File: src/rtl/pld_out_cell.sv
module pld_out_cell #(
  parameter int NCLK   = 4,
  parameter bit BURIED = 1'b0,
  localparam int SW    = (NCLK > 1) ? $clog2(NCLK) : 1
) (
  input  logic            clk,
  input  logic            rst,
  input  logic [1:0]      cfg_mode,
  input  logic            cfg_tff,
  input  logic            cfg_inv,
  input  logic [SW-1:0]   cfg_clksel,
  input  logic [NCLK-1:0] clk_src,
  input  logic            sop,
  input  logic            oe_in,
  output logic            pin_oe,
  output logic            pin_d,
  output logic            fb
);

  logic sel, sel_q, store, val;
  logic is_comb, is_lat, is_reg;

  assign sel     = clk_src[cfg_clksel];
  assign is_comb = (cfg_mode == 2'b00);
  assign is_lat  = (cfg_mode == 2'b01);
  assign is_reg  = cfg_mode[1];

  always_ff @(posedge clk) begin
    sel_q <= sel;
    if (rst)
      store <= 1'b0;
    else if (is_lat) begin
      if (sel) store <= sop;
    end else if (is_reg && sel && !sel_q)
      store <= cfg_tff ? (store ^ sop) : sop;
  end

  always_comb begin
    if (is_comb)            val = sop;
    else if (is_lat && sel) val = sop;
    else                    val = store;
  end

  assign fb = val;

  generate
    if (BURIED) begin : g_buried
      assign pin_oe = 1'b0;
      assign pin_d  = 1'b0;
    end else begin : g_drive
      assign pin_oe = oe_in;
      assign pin_d  = val ^ cfg_inv;
    end
  endgenerate

endmodule

File: config.mk
export PLATFORM = sky130hd
export DESIGN_NAME = pld_out_cell
export DESIGN_NICKNAME = d
export VERILOG_FILES = /design/src/rtl/pld_out_cell.sv
export SDC_FILE = /design/constraint.sdc
export NUM_CORES = 1
export LEC_CHECK = 0
export ABC_AREA = 1
export ABC_CLOCK_PERIOD_IN_PS = 800
export BUFFER_PORTS_ARGS = -buffer_cell sky130_fd_sc_hd__buf_2
export CELL_PAD_IN_SITES_DETAIL_PLACEMENT = 1
export CELL_PAD_IN_SITES_GLOBAL_PLACEMENT = 1
export CORE_AREA = 5 5 42 44
export DETAILED_ROUTE_END_ITERATION = 7
export DIE_AREA = 0 0 47 49
export PLACE_DENSITY = 0.63
export SETUP_SLACK_MARGIN = 0.15
export SYNTH_ARGS = -nofsm -noshare
export SYNTH_HDL_FRONTEND = slang
export SYNTH_SLANG_ARGS = --single-unit
File: constraint.sdc
create_clock -name clk -period 0.8 [get_ports clk]
set_input_delay 0.04 -clock clk [delete_from_list [all_inputs] [get_ports clk]]
set_output_delay 0.04 -clock clk [all_outputs]
set_load 0.01 [all_outputs]
# Yosys cells after proc, flatten, opt, wreduce, memory -nomap -nowiden
# Cells that the tools add are included.
# op_classes
n_lt_le_gt_ge	1
n_eq_ne	2
muxes	8
bitwise	2
n_reduce_logical	7
# ops
operator	n
$mux 1	7
$logic_and 1x1->1	3
$lt 2x3->1 const B	1
$bmux 1 s2	1
$eq 2x1->1 const B	1
$logic_not 2->1	1
$ne 2x2->1 const B	1
$reduce_and 2->1	1
$reduce_bool 2->1	1
$xor 1x1->1	2
$logic_not 1->1	1
# word_totals
regBits	2
inputBits	14
output_inout_bits	3

# Longest topological paths before layout
# Gate-level depths: netlist of run 1.
# logic_depth
depth_word	6
depth_mapped	10
mapped_depth_nobuf	10

# Worst setup path after synthesis of run 1
# OpenSTA, ideal clock, no wires.
# synth_timing
path_type	flip-flop to flip-flop
startpoint	register store
endpoint	register store
arrival_ns	0.665
slack_ns	0.021
path_stages_with_launch	5
cell_sequence	dfxtp_1 -> nand3_1 -> xor2_1 -> o21ai_1 -> nor2_1
# synth_via
elab_chain_cells	4
# synth_rtl
item	line	rtl
start, declared	20	logic sel, sel_q, store, val;
start signal, assigned	33	if (sel) store <= sop;
start signal, assigned	35	store <= cfg_tff ? (store ^ sop) : sop;
$xor 1x1->1	35	
$mux 1	35	
$mux 1	34	end else if (is_reg && sel && !sel_q)
$mux 1	32	else if (is_lat) begin
# No other way between the ends. The select of a mux whose other input is x is not followed.
# A chain may end at the register's enable or synchronous reset.

# Final worst setup path of run 1
# layout_timing
startpoint	register store
endpoint	output pin_d
# layout_via
elab_chain_cells	3
# layout_rtl
item	line	rtl
$mux 1	40	else if (is_lat && sel) val = sop;
$mux 1	39	if (is_comb) val = sop;
$xor 1x1->1	52	assign pin_d = val ^ cfg_inv;
end, declared	16	output logic pin_d,
# No other way between the ends.

==> flow_summary.yaml, run 1 <==
drt:
  drc: 0
  drt-total-wl_um: 656
  ant_nets: 0
  drtIter0Drc: 2
  viasPerCell: 3.94
  drt_pass1_iterations: 2
  vias: 280
  wl_per_cell_um: 9.24
yosys:
  synth_top_area_share: 0.198
  synthCells: 34
  ys_async_sr_fraction: 0
  synthTopCellsByArea: "dfxtp_1 20%, nand2_2 19%, nand2_1 15%"
  ys_seq_area_frac: 0.198
  synth.most_common_cell: "nand2_1"
  synth_edf_count: 0
  yosysWarnings: 0
  syn_area_sq_um: 203
  syn_nets: 48
  ys_types: 12
  ys_top_cells_by_count: "8 x nand2_1, 6 x inv_1, 6 x nand2_2"
  ys_ff_latch: 2
  synth_ff_type: "dfxtp_1"
  avgSynthCellArea_sq_um: 5.96
  synth.largest_area_cell: "dfxtp_1"
layout:
  nNetsFinal: 71
  drive_gt1_frac: 0.636
  area_growth_pct: 75.9
  fillers: 189
  diodes: 0
timing:
  period_share: 1.20
  tightest_slew_ns: 0.139
  final-hold-violation-count: 0
  rsz0062_at_grt: "yes"
  setup_viol: 3
  setup_slack_ns: -0.157
  min_period_ns: 0.957
  slew_headroom: 0.907
  slew_violations: 0
  skew_ns: 0.00227
  max_freq_mhz: 1050
clocking:
  cts.sinks: 2
  clockBufferDepth: 2
  cts_root_buffer: "clkbuf_4"
  numCtsBuffers: 3
  htree_levels: 1
  clock_latency_ns: 0.22
  clk_pin_slew_ns: 0.03
  tritoncts: "done"
power_and_ir_drop:
  leakage_nw: 0.210
  peakVddDrop_uv: 707
  totalPowerFinal_mw: 0.517
  p_per_area_nw_per_um2: 1450
status:
  status: "finished, violations left"
  violations: "setup timing"
global_routing:
  overflow: 0
  grt_max_degree: 5
  grt_pass1_wl_um: 1040
  track_usage: 0.0647
  grt_pass1_vias: 285
  antenna_found_initial: 0
setup_path:
  worstPathMaxFanout: 2
  crit_required_ns: 0.76
  critPathLaunchType: "flop"
  critPathKind: "flop to output pin"
  crit_path_end_kind: "output pin"
  crit_arrival_ns: 0.92
placed_design:
  place_congestion: 0.686
  io_buffers: 14
  pre_cts_slack_ns: -0.113
die:
  core_area_sq_um: 1400
  die_area_sq_um: 2300
  fp-row-count: 14
  start_util: 0.145
  die_h_um: 49
  chipWidth_um: 47
  ios: 17
hold_path:
  min_path_type: "primary input to output pin"
job:
  drv_cap: 0
-- cell families (layout without fill, tap and decap cells) --
family,count (synthesis),after routing,synth area share
xor gates and xnor gates,1,1,0.0432
DFF,2,2,0.198
buffers and inverters,9,30,0.185
and+or+nand+nor,20,20,0.525
AOI/OAI and AO/OA,2,2,0.0493
-- per-stage QoR --
stage          TNS [ns]  instance area, sq um  instances   util  hold WS [ns]
6_report         -0.392                   357         71  0.254        0.0800
5_1_grt          -0.589                   357         71  0.254        0.0800
4_1_cts          -0.429                   349         70  0.249        0.0801
3_5_place_dp     -0.209                   293         64  0.209        0.0801
3_3_place_gp     -0.123                   293         64  0.209        0.0801
2_1_floorplan         0                   203         34      -         0.112
-- state kept, by name (all words and copies together) (netlist names) --
register and count:
sel_q 1, store 1
-- layer usage --
layer  up-vias  share of wire  track usage
met3         0          0.070       0.0221
li1        144              -            -
met4         0              0       0.0415
met1       130           0.30       0.0502
met2         6           0.63        0.122
met5         -              0            0
-- final timing paths --
check | cells past startpoint | end | startpoint | slack, ns
hold / removal | 0 | pin_oe | oe_in | 0.08
setup reg to reg | 5 | store | store | -0.14
setup / recovery | 6 | pin_d | store | -0.16
hold reg to reg | 4 | store | sel_q | 0.66
-- cell type report --
class,count,area (sq um),share of cell area
timing repair buffer,19,110,0.309
tap,16,20.0,0.0561
clock buffer,3,22.5,0.0632
multi-input combinational,23,133,0.372
sequential,2,41.3,0.116
inverter,8,30.0,0.0842
-- power by group --
| part | total, mW | switching [mW] | internal (mW) |
|---|---|---|---|
| Combinational | 0.179 | 0.0892 | 0.0899 |
| Sequential | 0.115 | 0.00381 | 0.112 |
| Clock | 0.223 | 0.0572 | 0.166 |
-- cell usage in the layout, fill, tap and decap left out --
cell type / netlist / routed
o21ai_0: 1 / 1
xor2_1: 1 / 1
clkbuf_4: 0 / 3
nand3_2: 2 / 3
nand2_2: 6 / 7
buf_2: 0 / 14
buf_4: 1 / 4
nand2_1: 8 / 7
dfxtp_2: 0 / 1
nor2_1: 1 / 1
o21ai_1: 1 / 1
dfxtp_1: 2 / 1
nand3_1: 3 / 2
dlygate4sd3_1: 0 / 1
inv_2: 2 / 3
inv_1: 6 / 5
-- critical path, cell delays in order (launching register included) --
cell and delay (ns):
dfxtp_2 0.32, inv_2 0.04, nand2_2 0.06, nand2_2 0.05, nand2_1 0.06, nand2_1 0.04
buf_2 0.13
-- timing repair --
action	4_1_cts	5_1_grt
endpoints found under the hold margin	1	0
gates resized for setup	4	0
buffers inserted	2	1
hold buffers	1	0
pin swaps	2	1
setup endpoints to repair	3	3
Note: power is estimated with default switching activity, not from simulation.
==> run 2, diff against run 1 <==
Settings changed: SKIP_CTS_REPAIR_TIMING set to 1.
==> run 2 against run 1 <==
Against the previous run:
- the run still ends with setup timing left
- utilization down 1.1 points
- die area is the same
- global-route usage shrank 0.63 points
- clock skew about the same
- sequential power about the same
- routed wire length is 0.61% lower
- clock power about the same
- via count fell by 1.4%
- first-iteration DRC count unchanged
- critical path type unchanged
- critical endpoint unchanged
- largest cell class unchanged
==> flow_summary.yaml, run 2 (synthesis gave the netlist of run 1 again) <==
drt:
  vias: 276
  ant_nets: 0
  viasPerCell: 4.00
  met2_length_um: 406
  drc: 0
  met1_length_um: 198
  top_layer: "met3"
  drt-total-wl_um: 652
  wl_per_cell_um: 9.45
  drt_pass1_iterations: 2
  drtIter0Drc: 2
  met3_length_um: 46
layout:
  reg.largest.list: "sel_q: 1 flops, store: 1 flops"
  layout_commonest_cell: "buf_2"
  design_area_sq_um: 342
  post-route-util: 0.244
  fillers: 189
  stdcell_count: 69
  nNetsFinal: 69
  multi_input_area_sq_um: 133
  drive_gt1_frac: 0.623
  final_cell_mix: "14 x buf_2, 7 x nand2_2, 7 x nand2_1"
  area_growth_pct: 68.5
  diodes: 0
  regArea_sq_um: 41.3
setup_path:
  critPathKind: "flop to output pin"
  crit_path_end_kind: "output pin"
  crit_arrival_ns: 0.92
  worstPathMaxFanout: 2
  reg2reg_depth: 5
  r2r_slack_ns: -0.14
  critPathLaunchType: "flop"
  r2r_end: "store"
  crit_required_ns: 0.76
  r2r_start: "store"
power_and_ir_drop:
  p_per_area_nw_per_um2: 1470
  totalPowerFinal_mw: 0.504
  peakVddDrop_uv: 707
  leakage_nw: 0.202
timing:
  finalSetupTns_ns: -0.399
  whs_ns: 0.0800
  tightest_slew_ns: 0.139
  slew_headroom: 0.907
  final-hold-violation-count: 0
  rsz0062_at_grt: "yes"
  max_freq_mhz: 1040
  slew_violations: 0
  setup_viol: 3
  min_period_ns: 0.961
  skew_ns: 0.00245
  setup_slack_ns: -0.161
  period_share: 1.20
die:
  start_util: 0.145
  ios: 17
  core_area_sq_um: 1400
  chipWidth_um: 47
  die_h_um: 49
  fp-row-count: 14
  die_area_sq_um: 2300
global_routing:
  antenna_found_initial: 0
  track_usage: 0.0583
  grt_pass1_vias: 257
  grt_max_degree: 5
  grt_pass1_wl_um: 945
  overflow: 0
clocking:
  cts.sinks: 2
  tritoncts: "done"
  clock_latency_ns: 0.22
  numCtsBuffers: 3
  cts_root_buffer: "clkbuf_4"
  clk_pin_slew_ns: 0.03
  htree_levels: 1
  clockBufferDepth: 2
placed_design:
  io_buffers: 14
  pre_cts_slack_ns: -0.113
  place_area_sq_um: 293
  place_congestion: 0.686
  placed_cells: 64
status:
  status: "finished, violations left"
  violations: "setup timing"
hold_path:
  min_path_type: "primary input to output pin"
  worstHoldStart: "oe_in"
  whs_path_depth: 0
  min_delay_worst_endpoint: "pin_oe"
job:
  drv_cap: 0
## run 2: cell types whose count changed in the layout (fill, tap and decap cells not counted)
cell | previous run | this run
buf_4 | 4 | 2
## run 2: where the power goes
group / internal [mW] / total [mW] / switching, mW
clock network: 0.165 / 0.222 / 0.0569
registers: 0.112 / 0.116 / 0.00396
logic: 0.0790 / 0.166 / 0.0868
## run 2: cell type report
type | count | share of cell area
multi-input combinational | 23 | 0.388
timing repair buffer | 17 | 0.278
tap | 16 | 0.0586
sequential | 2 | 0.121
inverter | 8 | 0.0879
clock buffer | 3 | 0.0659
## run 2: metal layers
layer	track usage	vias to the layer above
li1	-	141
met1	0.0480	129
met2	0.104	6
met3	0.0221	0
met4	0.0415	0
met5	0	-
## run 2: how the worst max path moves through the flow
stage                        startpoint     to  cells after the start
after floorplan                   store  store                      4
after global placement    cfg_clksel[0]  pin_d                     11
after detailed placement  cfg_clksel[0]  pin_d                     11
after CTS                         store  pin_d                      6
after global routing              store  pin_d                      6
final                             store  pin_d                      6
## run 2: critical path: stages (launching register included)
cell and delay (ns):
dfxtp_2 0.32, inv_2 0.04, nand2_2 0.06, nand2_2 0.05, nand2_1 0.06, nand2_1 0.04, buf_2 0.13
==> run 3, diff against run 2 <==
Settings changed: CORE_AREA 5 5 42 44 to 2 2 39 41, DIE_AREA 0 0 47 49 to 0 0 41 43.
==> run 3 against run 2 <==
Against the previous run:
- the run still ends with setup timing left
- worst hold slack about the same
- clock power barely moved
- critical path type unchanged
- power grew 0.16%
==> flow_summary.yaml, run 3 (synthesis gave the netlist of run 1 again) <==
status:
  status: "finished, violations left"
  violations: "setup timing"
timing:
  max_freq_mhz: 1060
  period_share: 1.18
  setup_slack_ns: -0.147
  min_period_ns: 0.947
  slew_violations: 0
  finalSetupTns_ns: -0.279
  setup_viol: 3
  skew_ns: 0.00266
  tightest_slew_ns: 0.179
  rsz0062_at_grt: "yes"
  slew_headroom: 0.880
  final-hold-violation-count: 0
global_routing:
  track_usage: 0.0793
  grt_max_degree: 5
  overflow: 0
  grt_pass1_vias: 254
  antenna_found_initial: 0
  grt_pass1_wl_um: 924
die:
  die_area_sq_um: 1760
  die_h_um: 43
  chipWidth_um: 41
  ios: 17
  start_util: 0.146
  core_area_sq_um: 1380
  fp-row-count: 14
power_and_ir_drop:
  totalPowerFinal_mw: 0.504
  p_sw_mw: 0.145
  p_sw_frac: 0.288
  p_per_area_nw_per_um2: 1490
  seq_power_share: 0.229
  leakage_nw: 0.199
  peakVddDrop_uv: 735
  p_int_mw: 0.359
  clock_power_share: 0.439
  p_comb_frac: 0.332
setup_path:
  worstPathMaxFanout: 2
  path_buf_inv: 2
  crit_path_end_kind: "output pin"
  worst_path_max_delay_cell: "dfxtp_2"
  crit_required_ns: 0.76
  critPathLaunchType: "flop"
  critPathKind: "flop to output pin"
  cp_cell_sequence: "inv_2, nand2_2, nand2_2, nand2_1, nand2_1, buf_2"
  reg2reg_depth: 4
  crit_cells: 6
  crit_family: "flip-flops"
  critPathMaxStageDelay_ns: 0.32
  crit_arrival_ns: 0.91
placed_design:
  io_buffers: 14
  place_congestion: 0.665
  placed_cells: 64
  dp_hpwl_um: 431
  pre_cts_slack_ns: -0.0939
layout:
  layout_commonest_cell: "buf_2"
  reg.largest.list: "sel_q: 1 flops, store: 1 flops"
  stdcell_count: 68
  nNetsFinal: 68
  diodes: 0
  final_cell_mix: "13 x buf_2, 7 x nand2_2, 7 x nand2_1"
  drive_gt1_frac: 0.615
  area_growth_pct: 67.3
drt:
  drt-total-wl_um: 503
  vias: 255
  viasPerCell: 3.75
  drtIter0Drc: 0
  drt_pass1_iterations: 1
  ant_nets: 0
  wl_per_cell_um: 7.40
  drc: 0
clocking:
  htree_levels: 1
  cts_root_buffer: "clkbuf_4"
  cts.sinks: 2
  tritoncts: "done"
  clock_latency_ns: 0.22
  clk_pin_slew_ns: 0.03
  clockBufferDepth: 2
  numCtsBuffers: 3
hold_path:
  whs_path_depth: 0
  min_path_type: "primary input to output pin"
job:
  drv_cap: 0
==> run 3: changes by cell type in the layout (fill, tap and decap cells not counted), sizes merged <==
cell,before,now
buf,16,15
==> run 3: area by class of cell <==
cell class	count	area [sq um]
Multi-Input combinational cell	23	131
Tap cell	16	20.0
Sequential cell	2	41.3
Fill cell	183	1040
Timing Repair Buffer	16	93.8
Clock buffer	3	22.5
Inverter	8	30.0
==> run 3: worst paths after layout <==
check	start	end	slack, ns
worst max register to register	store	store	-0.04
worst min-delay path	oe_in	pin_oe	0.08
worst max-delay path	store	pin_d	-0.15
worst min register to register	store	store	0.56
==> run 3: metal layers <==
metal  share of wire  global-route usage  up-vias
met5               0                   0        -
li1                -                   -      137
met4               0              0.0800        0
met3           0.046             0.00524        0
met1            0.37              0.0836      112
met2            0.58               0.125        6
==> run 3: through the flow <==
step / util / hold WS (ns) / cell area, sq um
global route: 0.245 / 0.0800 / 339
CTS: 0.228 / -0.0390 / 315
finish: 0.245 / 0.0800 / 339
global placement: 0.212 / 0.0801 / 293
floorplan: - / 0.112 / 203
detailed placement: 0.212 / 0.0801 / 293
==> run 3: power by group through the flow <==
stage	sequential, mW	combinational (mW)	clock (mW)
6_report	0.116	0.168	0.221
5_1_grt	0.117	0.193	0.244
4_1_cts	0.113	0.150	0.238
3_5_place_dp	0.115	0.149	0
3_3_place_gp	0.115	0.145	0
2_1_floorplan	0.114	0.0889	0
